## config.mk

```make
export PLATFORM = sky130hd
export DESIGN_NAME = dma_ctl_regs
export DESIGN_NICKNAME = d
export VERILOG_FILES = /design/src/rtl/dma_ctl_pkg.sv /design/src/rtl/dma_ctl_decode.sv /design/src/rtl/dma_ctl_status.sv /design/src/rtl/dma_ctl_cfg.sv /design/src/rtl/dma_ctl_arb.sv /design/src/rtl/dma_ctl_regs.sv
export SDC_FILE = /design/constraint.sdc
export NUM_CORES = 1
export LEC_CHECK = 0
export CORE_UTILIZATION = 42
export DETAILED_ROUTE_END_ITERATION = 6
export PLACE_DENSITY = 0.88
export SYNTH_ARGS = -nofsm -noshare
export SYNTH_HDL_FRONTEND = slang
export SYNTH_SLANG_ARGS = --single-unit
```

## constraint.sdc

```tcl
create_clock -name clk -period 2.1 [get_ports clk]
set_clock_uncertainty 0.2 [all_clocks]
set_input_delay 0.315 -clock clk [delete_from_list [all_inputs] [get_ports clk]]
set_output_delay 0.315 -clock clk [all_outputs]
set_load 0.01 [all_outputs]
```

## src/rtl/dma_ctl_pkg.sv

```systemverilog
package dma_ctl_pkg;

    localparam int NCH   = 4;
    localparam int CH_W  = $clog2(NCH);
    localparam int DW    = 8;
    localparam int IDX_W = 4;
    localparam int ST_W  = 2 * NCH;

    localparam logic [DW-1:0] CMD_ALLOWED = 8'h04;
    localparam int            CMD_DIS_BIT = 2;

    typedef enum logic [IDX_W-1:0] {
        IX_CMD   = 4'd8,
        IX_REQ   = 4'd9,
        IX_SMASK = 4'd10,
        IX_MODE  = 4'd11,
        IX_FFCLR = 4'd12,
        IX_MRST  = 4'd13,
        IX_MCLR  = 4'd14,
        IX_MLOAD = 4'd15
    } ctl_idx_e;

    typedef struct packed {
        logic [NCH-1:0] req;
        logic [NCH-1:0] tc;
    } status_t;

    typedef struct packed {
        logic cmd_wr;
        logic smask_wr;
        logic mode_wr;
        logic ffclr;
        logic mclr;
        logic mload;
        logic mreset;
    } cfg_op_t;

    typedef struct packed {
        logic req_wr;
        logic st_rd;
        logic mreset;
    } st_op_t;

    function automatic logic cmd_ok(input logic [DW-1:0] d);
        return (d & ~CMD_ALLOWED) == '0;
    endfunction

    function automatic logic [NCH-1:0] pick_lowest(input logic [NCH-1:0] v);
        logic [NCH-1:0] g;
        g = '0;
        for (int i = NCH - 1; i >= 0; i--) begin
            if (v[i]) g = NCH'(1) << i;
        end
        return g;
    endfunction

endpackage

```

## src/rtl/dma_ctl_decode.sv

```systemverilog
module dma_ctl_decode
    import dma_ctl_pkg::*;
(
    input  logic             wr_en,
    input  logic             rd_en,
    input  logic [IDX_W-1:0] idx,
    output cfg_op_t          cfg_op,
    output st_op_t           st_op
);

    always_comb begin
        cfg_op = '0;
        st_op  = '0;
        if (wr_en) begin
            case (idx)
                IX_CMD:   cfg_op.cmd_wr   = 1'b1;
                IX_REQ:   st_op.req_wr    = 1'b1;
                IX_SMASK: cfg_op.smask_wr = 1'b1;
                IX_MODE:  cfg_op.mode_wr  = 1'b1;
                IX_FFCLR: cfg_op.ffclr    = 1'b1;
                IX_MRST: begin
                    cfg_op.mreset = 1'b1;
                    st_op.mreset  = 1'b1;
                end
                IX_MCLR:  cfg_op.mclr     = 1'b1;
                IX_MLOAD: cfg_op.mload    = 1'b1;
                default: ;
            endcase
        end
        if (rd_en && idx == IX_CMD) st_op.st_rd = 1'b1;
    end

endmodule

```

## src/rtl/dma_ctl_status.sv

```systemverilog
module dma_ctl_status
    import dma_ctl_pkg::*;
(
    input  logic           clk,
    input  logic           rst,
    input  st_op_t         op,
    input  logic [CH_W:0]  sel,
    input  logic [NCH-1:0] hold_req,
    input  logic [NCH-1:0] release_req,
    input  logic [NCH-1:0] tc_pulse,
    output status_t        status_q
);

    status_t         nxt;
    logic [CH_W-1:0] ch;

    assign ch = sel[CH_W-1:0];

    always_comb begin
        nxt = status_q;
        if (op.st_rd) nxt.tc = '0;
        if (op.req_wr) begin
            nxt.req[ch] = sel[CH_W];
            nxt.tc[ch]  = 1'b0;
        end
        if (op.mreset) nxt = '0;
        nxt.req = (nxt.req | hold_req) & ~release_req;
        nxt.tc  = nxt.tc | tc_pulse;
    end

    always_ff @(posedge clk) begin
        if (rst) status_q <= '0;
        else     status_q <= nxt;
    end

endmodule

```

## src/rtl/dma_ctl_cfg.sv

```systemverilog
module dma_ctl_cfg
    import dma_ctl_pkg::*;
(
    input  logic                    clk,
    input  logic                    rst,
    input  cfg_op_t                 op,
    input  logic [DW-1:0]           wdata,
    input  logic                    ptr_toggle,
    output logic [DW-1:0]           command_q,
    output logic [NCH-1:0]          mask_q,
    output logic                    ff_q,
    output logic [NCH-1:0][DW-1:0]  modes_q
);

    logic [CH_W-1:0] ch;
    assign ch = wdata[CH_W-1:0];

    always_ff @(posedge clk) begin
        if (rst || op.mreset)                    command_q <= '0;
        else if (op.cmd_wr && cmd_ok(wdata))     command_q <= wdata;
    end

    always_ff @(posedge clk) begin
        if (rst || op.mreset)  mask_q <= '1;
        else if (op.mclr)      mask_q <= '0;
        else if (op.mload)     mask_q <= wdata[NCH-1:0];
        else if (op.smask_wr)  mask_q[ch] <= wdata[CH_W];
    end

    always_ff @(posedge clk) begin
        if (rst || op.mreset || op.ffclr) ff_q <= 1'b0;
        else if (ptr_toggle)              ff_q <= ~ff_q;
    end

    for (genvar g = 0; g < NCH; g++) begin : g_mode
        always_ff @(posedge clk) begin
            if (rst)                                  modes_q[g] <= '0;
            else if (op.mode_wr && ch == CH_W'(g))    modes_q[g] <= wdata;
        end
    end

endmodule

```

## src/rtl/dma_ctl_arb.sv

```systemverilog
module dma_ctl_arb
    import dma_ctl_pkg::*;
(
    input  logic [NCH-1:0] mask_q,
    input  logic [NCH-1:0] req_q,
    input  logic           disable_i,
    output logic [NCH-1:0] eligible,
    output logic [NCH-1:0] grant
);

    assign eligible = req_q & ~mask_q;
    assign grant    = disable_i ? '0 : pick_lowest(eligible);

endmodule

```

## src/rtl/dma_ctl_regs.sv

```systemverilog
module dma_ctl_regs
    import dma_ctl_pkg::*;
(
    input  logic                clk,
    input  logic                rst,
    input  logic                wr_en,
    input  logic                rd_en,
    input  logic [IDX_W-1:0]    idx,
    input  logic [DW-1:0]       wdata,
    output logic [DW-1:0]       rdata,
    input  logic                ptr_toggle,
    input  logic [NCH-1:0]      hold_req,
    input  logic [NCH-1:0]      release_req,
    input  logic [NCH-1:0]      tc_pulse,
    output logic [ST_W-1:0]     status,
    output logic [NCH-1:0]      mask,
    output logic [DW-1:0]       command,
    output logic                flip_flop,
    output logic [NCH*DW-1:0]   mode_flat,
    output logic [NCH-1:0]      eligible,
    output logic [NCH-1:0]      grant
);

    cfg_op_t                cfg_op;
    st_op_t                 st_op;
    status_t                status_q;
    logic [NCH-1:0][DW-1:0] modes_q;

    dma_ctl_decode u_dec (
        .wr_en  (wr_en),
        .rd_en  (rd_en),
        .idx    (idx),
        .cfg_op (cfg_op),
        .st_op  (st_op)
    );

    dma_ctl_status u_st (
        .clk         (clk),
        .rst         (rst),
        .op          (st_op),
        .sel         (wdata[CH_W:0]),
        .hold_req    (hold_req),
        .release_req (release_req),
        .tc_pulse    (tc_pulse),
        .status_q    (status_q)
    );

    dma_ctl_cfg u_cfg (
        .clk        (clk),
        .rst        (rst),
        .op         (cfg_op),
        .wdata      (wdata),
        .ptr_toggle (ptr_toggle),
        .command_q  (command),
        .mask_q     (mask),
        .ff_q       (flip_flop),
        .modes_q    (modes_q)
    );

    dma_ctl_arb u_arb (
        .mask_q    (mask),
        .req_q     (status_q.req),
        .disable_i (command[CMD_DIS_BIT]),
        .eligible  (eligible),
        .grant     (grant)
    );

    assign status    = status_q;
    assign mode_flat = modes_q;

    always_comb begin
        rdata = '0;
        if (rd_en) begin
            case (idx)
                IX_CMD:   rdata = DW'(status_q);
                IX_MLOAD: rdata = DW'(mask);
                default:  rdata = '0;
            endcase
        end
    end

endmodule

```

After elaboration in Yosys (flattened, before gate mapping) --
Index checks and enable logic that the tools add are counted.
Operators by class: order comparisons 2, equality and inequality tests 11, muxes and demuxes 29, bitwise operators 9, reductions and logical operators 12
Operators by type and width (number):
- $mux 4 | 9
- $eq 4x4->1 const B | 8
- $mux 8 | 3
- $pmux 8 s2 | 1
- $and 4x4->4 | 3
- $mux 1 | 12
- $not 4->4 | 3
- $bwmux 4 | 2
- $logic_not 8->1 | 1
- $or 4x4->4 | 2
- $logic_and 1x1->1 | 7
- $mux 7 | 1
- $eq 2x2->1 const B | 2
- $lt 2x3->1 const B | 1
- $reduce_bool 3->1 | 1
- $demux 1 s2 | 1
- $eq 2x1->1 const B | 1
- $ge 2x1->1 const B | 1
- $logic_not 2->1 | 1
- $logic_or 1x1->1 | 2
- $not 1->1 | 1
Word-level totals: register bits 53, input bits 29, output and inout port bits 69, word-level logic and storage cells 72

Depth between registers and ports, before layout --
Gate-level depths: netlist of the first run.
depth after elaboration 10, depth in mapped cells 5, depth with buffers taken out 4

Modules after synthesis --
From an unflattened synthesis of the first run, not the netlist that was laid out.
Unflattened totals: cell total of the unflattened synthesis 242, area total of the unflattened synthesis 2354.8 µm²
Modules (own cells, without submodules):
- dma_ctl_cfg | times used 1, cells each 158, area an instance 1675.4 µm²
- dma_ctl_status | times used 1, cells each 38, area an instance 361.6 µm²
- dma_ctl_regs | times used 1, cells each 20, area an instance 136.4 µm²
- dma_ctl_arb | times used 1, cells each 10, area an instance 93.8 µm²
- dma_ctl_decode | times used 1, cells each 16, area an instance 87.6 µm²

Worst setup path before layout of the first run --
No wires, ideal clock.
path type input -> register, start point input port idx[2], end point register u_cfg.mask_q[3], setup time 0.122 ns, arrival 1.522 ns, slack 0.256 ns, stages on the path 5, buffers on the path 1, cells stage by stage buf_2 nand3_1 nor2_1 mux2_2 a221o_1
On the way: longest elaborated chain between the ends 5
Ends and longest elaborated chain:
- start: declaration | line dma_ctl_regs.sv:8 | input logic [IDX_W-1:0] idx,
- $eq 4x4->1 | line dma_ctl_decode.sv:15 | case (idx)
- $mux 1 | line dma_ctl_decode.sv:15
- $mux 7 (*) | line dma_ctl_decode.sv:14 | if (wr_en) begin
- $mux 4 | line dma_ctl_cfg.sv:26 | else if (op.mload) mask_q <= wdata[NCH-1:0];
- $mux 4 | line dma_ctl_cfg.sv:25 | else if (op.mclr) mask_q <= '0;
- end signal: assignment | line dma_ctl_cfg.sv:26
- end signal: indexed assignment | line dma_ctl_cfg.sv:27 | else if (op.smask_wr) mask_q[ch] <= wdata[CH_W];
- end: declaration | line dma_ctl_cfg.sv:10 | output logic [NCH-1:0] mask_q,
Every way passes the cells marked *; elsewhere a longest branch is shown, timed or not. A chain may end at the register's enable or synchronous reset.

Worst setup path after layout of the first run --
start point input port rd_en, end point output port rdata[4]
On the way: longest elaborated chain between the ends 1
Ends and longest elaborated chain:
- start: declaration | line dma_ctl_regs.sv:7 | input logic rd_en,
- $mux 8 | line dma_ctl_regs.sv:73 | if (rd_en) begin
- end: declaration | line dma_ctl_regs.sv:10 | output logic [DW-1:0] rdata,
No other way between the ends.

==> results.json, run 1 <==
{
  "synth.distinct_cells": 43,
  "port_buffers": 97,
  "num_vias": 2320,
  "grt_max_degree": 43,
  "final-max-slew-violation-count": 0,
  "synth_xor_area_share_pct": 0.378,
  "ys.flop_type": "dfxtp_1",
  "yosysMostFrequentCell": "dfxtp_1",
  "cts-htree-levels": 2,
  "rsz0062_at_grt": "false",
  "first_pass_iters": 5,
  "endpoint": "rdata[4]",
  "fin_crit_ns": 2.05,
  "clock-sinks": 53,
  "clkTransAtPathRegs_ns": 0.09,
  "dr.first_iter.drc_count": 79,
  "crit_path_start": "rd_en",
  "overflow": 0,
  "gp_congestion": 0.855,
  "cap_violations": 0,
  "vias_per_cell": 5.12,
  "fp-row-count": 26,
  "finalSetupViolCount": 0,
  "synthAdderAreaFrac_pct": 0,
  "finalCritPeriodShare_pct": 97.7,
  "drive_above_1_share_pct": 20.6,
  "fmax_mhz": 488,
  "fin_total_pwr_mw": 1.94,
  "cts_made_buffers": 5,
  "synth.mux.area_fraction_pct": 11.8,
  "ys_seq_elements": 53,
  "synthTopCellsByCount": "dfxtp_1, nor2_1, mux2i_1",
  "root_buffer": "clkbuf_8",
  "critical_path.slowest_cell": "nor4_4",
  "crit_buf_inv": 5,
  "peakVddDrop_mv": 0.504,
  "grt_pass1_wl_um": 11200,
  "clk_latency_ns": 0.30,
  "rr_worst_depth": 3,
  "maxSlewHeadroom_pct": 71.8,
  "yosys_warnings": 0,
  "yosysSeqAreaShare_pct": 45.8,
  "synth.avg_cell_area_um2": 9.53,
  "yosysTopAreaCell": "dfxtp_1",
  "hpwl_um": 4980,
  "die_w_um": 76.3,
  "hold_slack_ns": 0.266,
  "async_reset_ff_share_pct": 0,
  "antenna_found_initial": 0,
  "die_h_um": 76.3,
  "r2r-end": "u_cfg.mask_q[2]",
  "start_kind": "input port",
  "criticalPathCategory": "in2out",
  "rrSetupSlack_ns": 0.89,
  "n_antenna_cell": 0,
  "cp_common_cell": "buf_4",
  "synth_compound_area_share_pct": 11.9,
  "synth_edf_count": 0,
  "crit_path_end_kind": "output pin",
  "synth_top_area_share_pct": 45.8,
  "core-area_um2": 5200,
  "io_pins": 98,
  "critPathTopFamily": "buffers and inverters",
  "drc_errors": 0,
  "ant_nets": 0,
  "cp_max_fo": 3,
  "gr-usage-all-layers_pct": 24.1,
  "synthesis.instances": 243,
  "status": "finished clean",
  "cts_tree": "built",
  "crit_cells": 8,
  "wl_um": 6800,
  "synthesis.area_um2": 2320,
  "syn-num-nets": 272,
  "hold_path.class": "reg2reg",
  "r2r-start": "u_cfg.mask_q[2]",
  "start_util_pct": 44.5,
  "synth_simple_gate_area_share_pct": 26.6,
  "synth_top_family_by_area": "simple AND/OR/NAND/NOR gates",
  "ys_top_cells_by_area": "dfxtp_1, mux2i_1, nor2_1",
  "tightestPinTransition_ns": 0.424,
  "dieArea_um2": 5810,
  "cpPeakStageDelay_ns": 0.32,
  "hold_viol_final": 0,
  "required_ns": 1.58,
  "power_leakage_nw": 1.50,
  "tns_ns": 0,
  "cellPowerDensity_nw_per_um2": 509,
  "finalInstanceArea_um2": 3800,
  "place_area_um2": 3630,
  "nets": 411,
  "path_cells": "dlygate4sd2_1 > nand2_2 > nor4_4 > buf_4 > buf_4 > buf_4 > and2_1 > buf_2",
  "grt_pass1_vias": 2291,
  "crit_arrival_ns": 1.54,
  "post_drt_wl_per_cell_um": 15.0,
  "syn2layout_area_growth_pct": 64.3,
  "clockBufferDepth": 2
}
-- metrics by stage --
stage	util [%]	cells	setup WS, ns
6_report	73.1	453	0.0491
5_1_grt	73.1	453	0.00393
4_1_cts	72.8	452	0.00516
3_5_place_dp	69.7	434	-0.443
3_3_place_gp	69.7	434	-0.391
2_1_floorplan	-	243	0.256
-- final cells by class --
cell class                      count  area (um^2)
Fill cell                         418         1400
Timing Repair Buffer              145         1340
Clock inverter                      2         13.8
Inverter                            5         18.8
Clock buffer                        6         82.6
Multi-Input combinational cell    172         1200
Sequential cell                    53         1060
Tap cell                           70         87.6
-- layer usage --
| metal | GRT usage [%] | part of all wire [%] | vias to the layer above |
|---|---|---|---|
| met1 | 30.6 | 43 | 1085 |
| met2 | 39.9 | 47 | 87 |
| met4 | 6.15 | 1.8 | 0 |
| li1 | - | - | 1137 |
| met5 | 0 | 0 | - |
| met3 | 6.83 | 7.7 | 11 |
-- report_power, final --
| part | switching, mW | internal (mW) |
|---|---|---|
| combinational | 0.135 | 0.160 |
| clock | 0.334 | 0.268 |
| sequential | 0.0172 | 1.02 |
-- timing repair --
action	in CTS	in global routing
setup endpoints to repair	21	6
resized for setup	43	4
pin swaps	2	2
setup buffers	9	1
hold buffers	0	0
cloned	1	0
-- worst min-delay path by stage --
stage	from	to	slack, ns	cells past startpoint
finish	u_cfg.command_q[7]	u_cfg.command_q[7]	0.27	1
floorplan	release_req[3]	u_st.status_q[7]	0.19	1
CTS	u_cfg.command_q[1]	u_cfg.command_q[1]	0.27	1
detailed placement	u_cfg.command_q[7]	u_cfg.command_q[7]	0.24	1
global route	u_cfg.modes_q[1]	u_cfg.modes_q[1]	0.29	1
global placement	u_cfg.command_q[6]	u_cfg.command_q[6]	0.24	1
-- state kept, by name (all words and copies together) (netlist names) --
| name | count |
|---|---|
| u_cfg.modes_q | 32 |
| u_cfg.command_q | 8 |
| u_st.status_q | 8 |
| u_cfg.mask_q | 4 |
| u_cfg.ff_q | 1 |
-- worst reg2reg max path, cell delays in order (launching register included) --
cell and delay [ns]:
dfxtp_1 0.32, buf_4 0.14, a21boi_0 0.12, a311o_1 0.33
-- cells in the final DEF (no fill, tap or decap), drive strengths merged, types with 3 or more instances in the layout --
master | synthesis | final
a21oi | 8 | 8
nor3b | 8 | 8
dlygate4sd2 | 0 | 8
nor3 | 4 | 4
a22o | 4 | 4
clkdlybuf4s15 | 0 | 3
nor2 | 40 | 40
nand2b | 4 | 4
o21ai | 8 | 8
dfxtp | 53 | 53
clkbuf | 6 | 6
o22ai | 4 | 4
clkdlybuf4s50 | 0 | 80
nand2 | 11 | 11
mux2i | 25 | 25
and2 | 12 | 12
nand3 | 4 | 4
buf | 7 | 53
a21o | 3 | 3
a211oi | 4 | 4
nor2b | 6 | 6
nor4 | 5 | 5
inv | 5 | 5
-- kinds of logic after synthesis --
group,Yosys count
buf+inv,18
compound gates,41
mux,27
flops,53
simple gates,103
xor+xnor,1
No activity file was read; power rests on OpenSTA's default activity.
==> inputs of run 2 (changes only) <==
ABC_AREA = 1   (was unset)
CORE_UTILIZATION = 43   (was 42)
CTS_CLUSTER_SIZE = 28   (was unset)
PLACE_DENSITY = 0.89   (was 0.88)
clock period = 1.9 ns   (was 2.1 ns; I/O delays follow)
==> run 2 against run 1 <==
Sequential cell count unchanged. Critical path depth shrank 1. Worst setup slack worse by 0.0034 ns. First-iteration DRC count increased by 96%. Critical path type unchanged. Largest cell class unchanged.
==> results.json, run 2 <==
{
  "n_antenna_cell": 0,
  "final_cell_mix": "nor2_1, clkdlybuf4s50_1, dfxtp_1, nand2_1, buf_4",
  "syn2layout_area_growth_pct": 61.6,
  "peakVddDrop_mv": 0.459,
  "cp_max_fo": 5,
  "async_reset_ff_share_pct": 0,
  "ys.flop_type": "dfxtp_1",
  "power_leakage_nw": 1.72,
  "hold_viol_final": 0,
  "yosysMostFrequentCell": "nor2_1",
  "rrSetupSlack_ns": 0.75,
  "yosysSeqAreaShare_pct": 44.7,
  "port_buffers": 97,
  "die_w_um": 76.3,
  "die_h_um": 76.3,
  "cap_violations": 0,
  "crit_path_end_kind": "output pin",
  "status": "finished clean",
  "ys_top_cells_by_area": "dfxtp_1, nor2_1, nand2_1",
  "first_pass_iters": 4,
  "synth_top_area_share_pct": 44.7,
  "reg_top3": "u_cfg.modes_q (32), u_cfg.command_q (8), u_st.status_q (8)",
  "synthTopCellsByCount": "nor2_1, dfxtp_1, nand2_1",
  "cts_made_buffers": 5,
  "synthesis.instances": 332,
  "hold_path.class": "reg2reg",
  "num_vias": 2710,
  "final-max-slew-violation-count": 0,
  "largest_reg_flops": 32,
  "fin_cells": 544,
  "grt_max_degree": 19,
  "path_cells": "dlygate4sd2_1 > inv_1 > nor2_2 > and2_4 > nand2_4 > nor2_1 > clkdlybuf4s15_1",
  "post_drt_wl_per_cell_um": 13.4,
  "whs_path_depth": 2,
  "clk_latency_ns": 0.30,
  "cts_tree": "built",
  "final_common_cell": "nor2_1",
  "fmax_mhz": 539,
  "top_register": "u_cfg.modes_q",
  "ant_nets": 0,
  "synthesis.area_um2": 2370,
  "finalCritPeriodShare_pct": 97.6,
  "wl_um": 7300,
  "cpPeakStageDelay_ns": 0.26,
  "multiInputGateArea_um2": 1150,
  "r2r-start": "u_st.status_q[5]",
  "required_ns": 1.41,
  "finalSetupViolCount": 0,
  "synth.distinct_cells": 28,
  "syn-num-nets": 361,
  "io_pins": 98,
  "gr-usage-all-layers_pct": 26.2,
  "grt_pass1_wl_um": 12100,
  "hp-start": "u_cfg.modes_q[0]",
  "finalInstanceArea_um2": 3840,
  "clock-sinks": 53,
  "grt_pass1_vias": 2618,
  "fillers": 406,
  "rsz0062_at_grt": "false",
  "crit_arrival_ns": 1.37,
  "maxSlewHeadroom_pct": 81.3,
  "gp_congestion": 0.918,
  "drc_errors": 0,
  "yosysTopAreaCell": "dfxtp_1",
  "synth.avg_cell_area_um2": 7.15,
  "clkTransAtPathRegs_ns": 0.10,
  "drive_above_1_share_pct": 19.0,
  "core-area_um2": 5200,
  "yosys_warnings": 0,
  "place_area_um2": 3670,
  "nets": 502,
  "hold_path_end": "u_cfg.modes_q[0]",
  "fin_crit_ns": 1.85,
  "fp-row-count": 26,
  "dieArea_um2": 5820,
  "critical_path.slowest_cell": "clkdlybuf4s15_1",
  "start_kind": "input port",
  "rr_worst_depth": 7,
  "start_util_pct": 45.6,
  "criticalPathCategory": "in2out",
  "r2r-end": "u_st.status_q[5]",
  "tightestPinTransition_ns": 0.280,
  "place_inst": 527,
  "cellPowerDensity_nw_per_um2": 598,
  "synth_edf_count": 0,
  "hpwl_um": 5560,
  "cts-htree-levels": 2,
  "register_area_um2": 1060,
  "clockBufferDepth": 2,
  "cts_hold_buf": 0,
  "fin_util_pct": 73.8,
  "vias_per_cell": 4.98,
  "ys_seq_elements": 53,
  "root_buffer": "clkbuf_8",
  "dr.first_iter.drc_count": 155,
  "antenna_found_initial": 0,
  "overflow": 0
}
## run 2: cell count changes in the layout (fill, tap and decap cells not counted), moves of 5 or more
cell     change
mux2i_1     -25
nand2_1     +40
nor2_4       +5
inv_1       +26
nor2_1      +45
nor3b_1      -5
o21ai_0     +21
nand3_1     +21
and2_1      -11
## run 2: critical path: cells and delay by family
family / cells / cell delay [ns]
buf+inv: 3 / 0.55
simple gates: 4 / 0.55
## run 2: kinds of logic after synthesis
logic type	count (synthesis)	share of synthesized area, %
simple gates	187	36.7
flops	53	44.7
compound gates	47	10.5
buf+inv	45	8.11
## run 2: layout make-up
type,instances,area share [%]
sequential,53,27.7
multi-input combinational,235,29.9
clock inverter,3,1.30
inverter,37,3.75
tap,70,2.28
timing repair buffer,141,33.3
clock buffer,5,1.79
## run 2: through the flow
step / power, mW / setup slack, ns / TNS (ns) / hold slack [ns]
3_3_place_gp: 1.50 / -0.599 / -5.89 / 0.229
3_5_place_dp: 1.50 / -0.620 / -7.73 / 0.243
2_1_floorplan: 1.30 / 0.326 / 0 / 0.196
5_1_grt: 2.38 / 0.00435 / 0 / 0.279
6_report: 2.29 / 0.0457 / 0 / 0.254
4_1_cts: 2.30 / 0.0182 / 0 / 0.258
## run 2: power by group
group          internal (mW)  total (mW)  leakage (nW)  switching [mW]
clock network          0.404       0.798        0.0603           0.394
registers               1.13        1.14         0.429          0.0129
logic                  0.181       0.353          1.23           0.172
total                   1.72        2.29          1.72           0.579
## run 2: layer usage
layer | vias to the layer above | GRT usage [%] | share of wire [%]
met5 | - | 0 | 0
met4 | 0 | 13.8 | 3.0
met3 | 20 | 6.11 | 8.1
met2 | 108 | 43.1 | 48
met1 | 1245 | 31.7 | 41
li1 | 1337 | - | -
## run 2: repair_timing
item	4_1_cts	5_1_grt
setup buffers	8	0
cloned	1	0
setup endpoints to repair	15	11
resized for setup	40	11
pin swaps	4	0
## run 2: worst max-delay path by stage
stage	slack, ns	end	cells after the start	start
2_1_floorplan	0.33	grant[2]	3	u_cfg.mask_q[0]
3_3_place_gp	-0.60	rdata[2]	7	idx[3]
3_5_place_dp	-0.62	rdata[0]	7	idx[3]
4_1_cts	0.02	grant[3]	5	u_st.status_q[4]
5_1_grt	0.004	rdata[6]	7	idx[3]
6_report	0.05	rdata[6]	7	idx[3]
